**config.mk**
```make
export PLATFORM = sky130hd
export DESIGN_NAME = uop_dispatch
export DESIGN_NICKNAME = d
export VERILOG_FILES = /design/src/rtl/uop_pkg.sv /design/src/rtl/uop_datapath.sv /design/src/rtl/uop_control.sv /design/src/rtl/uop_dispatch.sv
export SDC_FILE = /design/constraint.sdc
export NUM_CORES = 1
export LEC_CHECK = 0
export BUFFER_PORTS_ARGS = -buffer_cell sky130_fd_sc_hd__buf_2
export CAP_MARGIN = 40
export CORE_AREA = 2 2 124 126
export CTS_CLUSTER_SIZE = 16
export DETAILED_ROUTE_END_ITERATION = 6
export DIE_AREA = 0 0 126 128
export GPL_ROUTABILITY_DRIVEN = 0
export MAX_ROUTING_LAYER = met4
export SKIP_LAST_GASP = 1
export SLEW_MARGIN = 40
export SYNTH_ARGS = -nofsm -noshare
export SYNTH_HDL_FRONTEND = slang
export SYNTH_HIERARCHICAL = 1
export SYNTH_SLANG_ARGS = --single-unit
```
**constraint.sdc**
```tcl
create_clock -name clk -period 4.6 [get_ports clk]
set_clock_uncertainty 0.05 [all_clocks]
set_input_delay 0.46 -clock clk [delete_from_list [all_inputs] [get_ports clk]]
set_output_delay 0.46 -clock clk [all_outputs]
set_load 0.01 [all_outputs]
```
**src/rtl/uop_pkg.sv**
```systemverilog
package uop_pkg;

  typedef enum logic [2:0] {
    K_MOVE  = 3'd0,
    K_MOVE2 = 3'd1,
    K_LOAD  = 3'd2,
    K_STORE = 3'd3,
    K_CALC  = 3'd4
  } kind_t;

  // control -> datapath strobes
  typedef struct packed {
    logic capture;     // latch the offered op
    logic cntClr;      // restart the word counter
    logic cntInc;      // advance the word counter
    logic second;      // second half of a dual move
    logic copyActive;  // word-serial copy phase
    logic sendActive;  // operand streaming phase
    logic rspActive;   // result collection phase
  } strobe_t;

endpackage

```
**src/rtl/uop_datapath.sv**
```systemverilog
module uop_datapath
  import uop_pkg::*;
#(
  parameter int WORDS  = 8,
  parameter int WIDTH  = 32,
  parameter int SLOTS  = 14,
  parameter int CONSTS = 2,
  localparam int WORD_W = (WORDS > 1) ? $clog2(WORDS) : 1,
  localparam int SLOT_W = $clog2(SLOTS)
) (
  input  logic              clk,
  input  logic              rst,
  input  strobe_t           stb,
  input  logic [2:0]        uopKind,
  input  logic [1:0]        uopMath,
  input  logic              uopMod,
  input  logic              uopSrcBank,
  input  logic [SLOT_W-1:0] uopSrcA,
  input  logic [SLOT_W-1:0] uopSrcB,
  input  logic              uopDstBank,
  input  logic [SLOT_W-1:0] uopDstA,
  input  logic [SLOT_W-1:0] uopDstB,
  output kind_t             kindQ,
  output logic              wordLast,
  output logic              uopErr,
  output logic              rdBank,
  output logic [SLOT_W-1:0] rdSlotA,
  output logic [SLOT_W-1:0] rdSlotB,
  output logic [WORD_W-1:0] rdWord,
  input  logic [WIDTH-1:0]  rdDataA,
  input  logic [WIDTH-1:0]  rdDataB,
  output logic              wrEn,
  output logic              wrBank,
  output logic [SLOT_W-1:0] wrSlot,
  output logic [WORD_W-1:0] wrWord,
  output logic [WIDTH-1:0]  wrData,
  output logic [WORD_W-1:0] memRdWord,
  input  logic [WIDTH-1:0]  memRdData,
  output logic              memWrEn,
  output logic [WORD_W-1:0] memWrWord,
  output logic [WIDTH-1:0]  memWrData,
  output logic              engOpValid,
  output logic              engFirst,
  output logic [1:0]        engMath,
  output logic              engMod,
  output logic [WORD_W-1:0] engWord,
  output logic [WIDTH-1:0]  engOpA,
  output logic [WIDTH-1:0]  engOpB,
  input  logic              engRspValid,
  input  logic [WIDTH-1:0]  engRspData
);

  logic [1:0]        mathQ;
  logic              modQ, srcBankQ, dstBankQ, errQ;
  logic [SLOT_W-1:0] srcAQ, srcBQ, dstAQ, dstBQ, srcSel, dstSel;
  logic [WORD_W-1:0] cnt;
  logic              badDst, dstConst;
  kind_t             kindIn;

  assign kindIn = kind_t'(uopKind);
  assign badDst = (kindIn != K_STORE) &&
                  ((int'(uopDstA) < CONSTS) ||
                   ((kindIn == K_MOVE2) && (int'(uopDstB) < CONSTS)));

  always_ff @(posedge clk) begin
    if (rst) begin
      kindQ    <= K_MOVE;
      mathQ    <= '0;
      modQ     <= 1'b0;
      srcBankQ <= 1'b0;
      dstBankQ <= 1'b0;
      srcAQ    <= '0;
      srcBQ    <= '0;
      dstAQ    <= '0;
      dstBQ    <= '0;
      errQ     <= 1'b0;
      cnt      <= '0;
    end else begin
      if (stb.capture) begin
        kindQ    <= kindIn;
        mathQ    <= uopMath;
        modQ     <= uopMod;
        srcBankQ <= uopSrcBank;
        dstBankQ <= uopDstBank;
        srcAQ    <= uopSrcA;
        srcBQ    <= uopSrcB;
        dstAQ    <= uopDstA;
        dstBQ    <= uopDstB;
        errQ     <= badDst;
      end
      if (stb.capture || stb.cntClr) cnt <= '0;
      else if (stb.cntInc)           cnt <= cnt + 1'b1;
    end
  end

  assign wordLast = (cnt == WORD_W'(WORDS - 1));
  assign srcSel   = stb.second ? srcBQ : srcAQ;
  assign dstSel   = stb.second ? dstBQ : dstAQ;
  assign dstConst = int'(dstSel) < CONSTS;
  assign uopErr   = errQ;

  // bank side
  assign rdBank  = srcBankQ;
  assign rdSlotA = srcSel;
  assign rdSlotB = srcBQ;
  assign rdWord  = cnt;
  assign wrEn    = ((stb.copyActive && kindQ != K_STORE) ||
                    (stb.rspActive && engRspValid)) && !dstConst;
  assign wrBank  = dstBankQ;
  assign wrSlot  = dstSel;
  assign wrWord  = cnt;
  assign wrData  = stb.rspActive     ? engRspData :
                   (kindQ == K_LOAD) ? memRdData  : rdDataA;

  // external memory side
  assign memRdWord = cnt;
  assign memWrEn   = stb.copyActive && kindQ == K_STORE;
  assign memWrWord = cnt;
  assign memWrData = rdDataA;

  // engine side
  assign engOpValid = stb.sendActive;
  assign engFirst   = stb.sendActive && cnt == '0;
  assign engMath    = mathQ;
  assign engMod     = modQ;
  assign engWord    = cnt;
  assign engOpA     = rdDataA;
  assign engOpB     = rdDataB;

endmodule

```
**src/rtl/uop_control.sv**
```systemverilog
module uop_control
  import uop_pkg::*;
(
  input  logic       clk,
  input  logic       rst,
  input  logic       uopValid,
  input  logic [2:0] uopKind,
  output logic       uopReady,
  input  kind_t      kindQ,
  input  logic       wordLast,
  input  logic       engRspValid,
  output strobe_t    stb
);

  typedef enum logic [1:0] {S_IDLE, S_COPY, S_SEND, S_WAIT} state_t;

  state_t state, nextState;
  logic   secondQ, secondNext;

  always_ff @(posedge clk) begin
    if (rst) begin
      state   <= S_IDLE;
      secondQ <= 1'b0;
    end else begin
      state   <= nextState;
      secondQ <= secondNext;
    end
  end

  always_comb begin
    stb        = '0;
    stb.second = secondQ;
    nextState  = state;
    secondNext = secondQ;
    uopReady   = (state == S_IDLE);
    case (state)
      S_IDLE: if (uopValid) begin
        stb.capture = 1'b1;
        secondNext  = 1'b0;
        nextState   = (kind_t'(uopKind) == K_CALC) ? S_SEND : S_COPY;
      end
      S_COPY: begin
        stb.copyActive = 1'b1;
        stb.cntInc     = 1'b1;
        if (wordLast) begin
          stb.cntClr = 1'b1;
          if (kindQ == K_MOVE2 && !secondQ) secondNext = 1'b1;
          else                              nextState  = S_IDLE;
        end
      end
      S_SEND: begin
        stb.sendActive = 1'b1;
        stb.cntInc     = 1'b1;
        if (wordLast) begin
          stb.cntClr = 1'b1;
          nextState  = S_WAIT;
        end
      end
      S_WAIT: begin
        stb.rspActive = 1'b1;
        stb.cntInc    = engRspValid;
        if (engRspValid && wordLast) begin
          stb.cntClr = 1'b1;
          nextState  = S_IDLE;
        end
      end
      default: nextState = S_IDLE;
    endcase
  end

endmodule

```
**src/rtl/uop_dispatch.sv**
```systemverilog
module uop_dispatch
  import uop_pkg::*;
#(
  parameter int WORDS  = 8,
  parameter int WIDTH  = 32,
  parameter int SLOTS  = 14,
  parameter int CONSTS = 2,
  localparam int WORD_W = (WORDS > 1) ? $clog2(WORDS) : 1,
  localparam int SLOT_W = $clog2(SLOTS)
) (
  input  logic              clk,
  input  logic              rst,
  input  logic              uopValid,
  output logic              uopReady,
  input  logic [2:0]        uopKind,
  input  logic [1:0]        uopMath,
  input  logic              uopMod,
  input  logic              uopSrcBank,
  input  logic [SLOT_W-1:0] uopSrcA,
  input  logic [SLOT_W-1:0] uopSrcB,
  input  logic              uopDstBank,
  input  logic [SLOT_W-1:0] uopDstA,
  input  logic [SLOT_W-1:0] uopDstB,
  output logic              uopErr,
  output logic              rdBank,
  output logic [SLOT_W-1:0] rdSlotA,
  output logic [SLOT_W-1:0] rdSlotB,
  output logic [WORD_W-1:0] rdWord,
  input  logic [WIDTH-1:0]  rdDataA,
  input  logic [WIDTH-1:0]  rdDataB,
  output logic              wrEn,
  output logic              wrBank,
  output logic [SLOT_W-1:0] wrSlot,
  output logic [WORD_W-1:0] wrWord,
  output logic [WIDTH-1:0]  wrData,
  output logic [WORD_W-1:0] memRdWord,
  input  logic [WIDTH-1:0]  memRdData,
  output logic              memWrEn,
  output logic [WORD_W-1:0] memWrWord,
  output logic [WIDTH-1:0]  memWrData,
  output logic              engOpValid,
  output logic              engFirst,
  output logic [1:0]        engMath,
  output logic              engMod,
  output logic [WORD_W-1:0] engWord,
  output logic [WIDTH-1:0]  engOpA,
  output logic [WIDTH-1:0]  engOpB,
  input  logic              engRspValid,
  input  logic [WIDTH-1:0]  engRspData
);

  strobe_t stb;
  kind_t   kindQ;
  logic    wordLast;

  uop_control u_ctrl (
    .clk(clk), .rst(rst), .uopValid(uopValid), .uopKind(uopKind),
    .uopReady(uopReady), .kindQ(kindQ), .wordLast(wordLast),
    .engRspValid(engRspValid), .stb(stb)
  );

  uop_datapath #(.WORDS(WORDS), .WIDTH(WIDTH), .SLOTS(SLOTS), .CONSTS(CONSTS)) u_dp (
    .clk(clk), .rst(rst), .stb(stb),
    .uopKind(uopKind), .uopMath(uopMath), .uopMod(uopMod),
    .uopSrcBank(uopSrcBank), .uopSrcA(uopSrcA), .uopSrcB(uopSrcB),
    .uopDstBank(uopDstBank), .uopDstA(uopDstA), .uopDstB(uopDstB),
    .kindQ(kindQ), .wordLast(wordLast), .uopErr(uopErr),
    .rdBank(rdBank), .rdSlotA(rdSlotA), .rdSlotB(rdSlotB), .rdWord(rdWord),
    .rdDataA(rdDataA), .rdDataB(rdDataB),
    .wrEn(wrEn), .wrBank(wrBank), .wrSlot(wrSlot), .wrWord(wrWord), .wrData(wrData),
    .memRdWord(memRdWord), .memRdData(memRdData),
    .memWrEn(memWrEn), .memWrWord(memWrWord), .memWrData(memWrData),
    .engOpValid(engOpValid), .engFirst(engFirst), .engMath(engMath), .engMod(engMod),
    .engWord(engWord), .engOpA(engOpA), .engOpB(engOpB),
    .engRspValid(engRspValid), .engRspData(engRspData)
  );

endmodule

```
# Yosys cells after proc, flatten, opt, wreduce, memory -nomap -nowiden
# Index checks and enable logic that the tools add are counted.
# Widths: inputs -> output; s select.
# totals
input_bits	156
wordCells	78
reg_bits	31
# classes
n_reduce_logical	21
order_cmp	3
mux	23
n_eq_ne	17
n_addsub	1
# op_table
operator	n
$mux 32	2
$lt 4x2->1 const B	3
$mux 2	6
$mux 1	10
$logic_and 1x1->1	9
$mux 4	2
$ne 2x1->1 const B	4
$pmux 2 s4	1
$eq 3x1->1 const B	2
$eq 3x2->1 const B	2
$eq 3x3->1 const B	2
$ne 3x2->1 const B	2
$reduce_and 5->1	1
$eq 2x2->1 const B	2
$ne 2x2->1 const B	2
$pmux 2 s2	1
$reduce_and 4->1	1
$reduce_or 2->1	2
$add 3x1->3 const B	1
$logic_not 3->1	1
$logic_or 1x1->1	3
$eq 2x1->1 const B	1
$logic_not 1->1	2
$logic_not 2->1	1
other kinds (2)	2

# Longest topological paths before layout
# depth
word_depth	6
mapped_depth	7
depth_no_buf	7

# Cells and area by module
# The synthesis kept the hierarchy.
# modules_own_cells
mod	seq_area_each_um2	n_inst	area_each_um2	cells_per_inst
uop_datapath	560.5	1	2728.9	336
uop_control	60.1	1	322.8	39

# Worst setup path after synthesis
# Ideal clock, no wire load.
# synth_timing
path_type	reg2out
start	register u_ctrl.secondQ
end	output wrEn
arrival_time_ns	1.260
setup_slack_ns	2.830
stages_incl_launch_ff	6
cell_sequence	dfxtp_1 buf_4 buf_2 mux2_2 nor3_1 nor2_1
# synth_via
elab_chain_len	4
# synth_rtl
item	line	rtl
start: declaration	uop_control.sv:18	logic secondQ, secondNext;
start signal: assignment	uop_control.sv:26	secondQ <= secondNext;
$mux 4	uop_datapath.sv:98	assign dstSel = stb.second ? dstBQ : dstAQ;
named net wrSlot[2]	uop_dispatch.sv:33	output logic [SLOT_W-1:0] wrSlot,
$lt 4x2->1	uop_datapath.sv:99	assign dstConst = int'(dstSel) < CONSTS;
$logic_not 1->1	uop_datapath.sv:108	(stb.rspActive && engRspValid)) && !dstConst;
$logic_and 1x1->1	uop_datapath.sv:108	
end: declaration	uop_dispatch.sv:31	output logic wrEn,
# The timed path passes the listed nets, and every way through them passes these cells.

==> flow_metrics.env <==
export IMPL_outcome="finished clean"
export IMPL_yosysWarnings=6
export IMPL_swShare_pct=39.1
export IMPL_fin_area_um2=3790
export IMPL_boundaryPins=322
export IMPL_fillerInstances=1675
export IMPL_clkPwrFrac_pct=23.5
export IMPL_vdd_drop_max_mv=0.225
export IMPL_synthSimpleGateAreaFrac_pct=12.8
export IMPL_use_met1_pct=14.6
export IMPL_cp_start_kind="register"
export IMPL_fmax_mhz=431
export IMPL_synth_fp_nets=539
export IMPL_cts_made_buffers=5
export IMPL_initial_core_util_pct=20.5
export IMPL_ys_ff_latch=31
export IMPL_cp_arrival_ns=1.81
export IMPL_synth_top_family_by_area="buffers and inverters"
export IMPL_drtIter0Drc=101
export IMPL_post_cts_buffers=0
export IMPL_worstMarginPinSlew_ns=0.683
export IMPL_final_antenna_net_count=0
export IMPL_final_nets=677
export IMPL_place_port_buffers=257
export IMPL_drv_slew=0
export IMPL_syn_to_final_growth_pct=24.1
export IMPL_leakage_nw=1.91
export IMPL_synthXorXnorAreaFrac_pct=0.287
export IMPL_ys_types=31
export IMPL_rrSetupSlack_ns=2.60
export IMPL_grt_pass1_vias=2592
export IMPL_ys_seq_area_share_pct=20.3
export IMPL_antenna_found_initial=1
export IMPL_clock_latency_ns=0.27
export IMPL_htreeDepth=2
export IMPL_hold_viol_final=0
export IMPL_cts_resized=0
export IMPL_cts_hold_buf=0
export IMPL_dieHeight_um=128
export IMPL_finalSetupViolations=0
export IMPL_die_w_um=126
export IMPL_remaining_drc_errors=0
export IMPL_place_area_um2=3650
export IMPL_timing_rr_start="u_ctrl/state[0]"
export IMPL_drv_cap=0
export IMPL_num_vias=2845
export IMPL_dieArea_um2=16100
export IMPL_synthFlopType="dfxtp_1"
export IMPL_synthCells=375
export IMPL_holdPathStages=3
export IMPL_grt_busiest_layer="met2"
export IMPL_holdWs_ns=0.370
export IMPL_core_um2=14900
export IMPL_min_period_ns=2.32
export IMPL_grt_start_max_net_pins=69
export IMPL_drive_gt1_share_pct=55.3
export IMPL_path_clk_slew_ns=0.05
export IMPL_hp_class="input port to register"
export IMPL_track_usage_pct=12.3
export IMPL_synth_compound_area_share_pct=8.00
export IMPL_gr_usage_met2_pct=20.9
export IMPL_critical_path_class="register to primary output"
export IMPL_grt_overflow_total=0
export IMPL_hold_path_startpoint="uopSrcB[3]"
export IMPL_drtPass1Iterations=4
export IMPL_p_total_mw=1.34
export IMPL_async_flop_share_pct=0
export IMPL_cp_max_fo=68
export IMPL_clk_path_buf_depth=2
export IMPL_synthAdderAreaFrac_pct=3.28
export IMPL_rsz0062_at_grt="no"
export IMPL_hold_end="u_dp/rdSlotB[3]"
export IMPL_worst_slack_ns=2.28
export IMPL_use_met3_pct=2.63
export IMPL_grt_first_pass_wirelength_um=15000
export IMPL_synth_edf_count=0
export IMPL_finalSetupTns_ns=0
export IMPL_power_internal_uw=817
export IMPL_via_per_inst=4.05
export IMPL_worstPathRequired_ns=4.09
export IMPL_crit_path_end_kind="primary output"
export IMPL_r2r_end="u_dp/engWord[1]"
export IMPL_slew_headroom_pct=54.5
export IMPL_place_hpwl_um=8840
export IMPL_pwr_share_seq_pct=26.2
export IMPL_synth_mux_area_share_pct=22.5
export IMPL_cts_tree="yes"
export IMPL_pre_cts_ws_ns=2.53
export IMPL_rows=45
export IMPL_power_per_cell_area_nw_per_um2=354
export IMPL_post_route_period_util_pct=50.5
export IMPL_clock_sinks=31
export IMPL_drt_wl_total_um=10600
export IMPL_comb_power_share_pct=50.3
export IMPL_avgSynthCellArea_um2=8.14
export IMPL_avgRoutedWirePerCell_um=15.1
export IMPL_clockRootBuffer="clkbuf_16"
export IMPL_syn_cell_area_um2=3050
export IMPL_r2r_cells=6
export IMPL_power_switching_uw=524
## synthesized netlist by cell type, drive strengths merged, types with 2 or more instances
cell	count	area, um^2
a21oi	4	20.0
ha	8	100
o21ai	32	164
buf	120	935
nand2b	3	26.3
clkbuf	9	33.8
nor3	7	45.0
nand2	34	128
mux2i	58	581
and2	2	12.5
o31a	2	17.5
a211oi	3	22.5
inv	9	33.8
dfxtp	31	621
mux2	9	105
nor2	35	131
nand3b	3	22.5
## per-stage QoR
stage	utilization [%]	std cells
final	25.5	703
after global routing	25.5	703
after CTS	25.5	702
after detailed placement	24.5	694
after global placement	24.5	694
after floorplan	-	375
## kinds of logic (layout without fill, tap and decap cells)
kind of cell,Yosys count,count (layout)
compound gates,43,43
xor+xnor,1,1
fa+ha+maj,8,8
buf+inv,138,277
flops,31,31
mux,67,67
other cells,0,1
simple gates,87,87
## worst max-delay path, stage by stage (launching register included)
cell and delay [ns]:
dfxtp_1 0.40, ha_4 0.60, a22oi_1 0.24, nor2_1 0.15, buf_2 0.14
## cell usage in the layout, fill, tap and decap left out
master     instances
nor2b_1            1
nor3b_4            1
a22oi_1            1
mux2_2             8
mux2i_1           58
a21oi_1            4
o21ai_2            1
ha_1               7
and2_1             2
nand2b_4           1
o22ai_2            1
diode_2            1
nand2_1           34
dfxtp_1           31
nor3_1             5
or3_1              1
nor3_2             2
o31a_1             2
buf_2            257
inv_1              9
clkinv_2           3
mux2_4             1
xnor2_1            1
clkbuf_16          5
ha_4               1
nor2_1            35
a211oi_1           3
buf_4              3
o21ai_1           29
nand2b_1           2
o21ai_0            2
nand3b_1           3
## routing by layer
layer | wire, um | vias up | part of all wire, %
li1 | - | 1402 | -
met1 | 4380 | 1266 | 41
met2 | 5130 | 165 | 48
met3 | 846 | 12 | 8.0
met4 | 240 | 0 | 2.3
met5 | 0 | - | 0
## flip-flops by register name (all words and copies together) (netlist names), 2 cells and up
| register | count |
|---|---|
| u_dp/dstAQ | 4 |
| u_dp/srcAQ | 4 |
| u_dp/engMath | 2 |
| u_dp/engWord | 3 |
| u_dp/dstBQ | 4 |
| u_ctrl/state | 2 |
| u_dp/rdSlotB | 4 |
| u_dp/kindQ | 3 |
## final cells by class
type | count | area [um^2] | area share [%]
multi-input combinational | 206 | 1450 | 38.2
timing repair buffer | 260 | 1310 | 34.5
sequential | 31 | 621 | 16.4
tap | 188 | 235 | 6.21
clock buffer | 5 | 125 | 3.30
inverter | 9 | 33.8 | 0.892
clock inverter | 3 | 15.0 | 0.396
antenna | 1 | 2.50 | 0.0661
## how the worst max path moves through the flow
stage | startpoint | end | slack, ns | cells past startpoint
4_1_cts | u_ctrl/state[0] | wrData[14] | 2.22 | 4
3_3_place_gp | u_ctrl/state[0] | wrData[14] | 2.10 | 3
6_report | u_ctrl/state[0] | wrEn | 2.28 | 4
2_1_floorplan | u_ctrl/secondQ | wrEn | 2.83 | 5
5_1_grt | u_ctrl/state[0] | wrEn | 2.09 | 4
3_5_place_dp | u_ctrl/state[0] | wrData[14] | 2.53 | 4
## power groups by stage
stage / combinational (mW) / sequential [mW] / clock, mW
floorplan: 0.515 / 0.355 / 0
global placement: 0.685 / 0.354 / 0
detailed placement: 0.685 / 0.357 / 0
CTS: 0.688 / 0.352 / 0.326
global route: 0.740 / 0.360 / 0.335
finish: 0.675 / 0.352 / 0.315
Power figures use the tool's default switching activity.
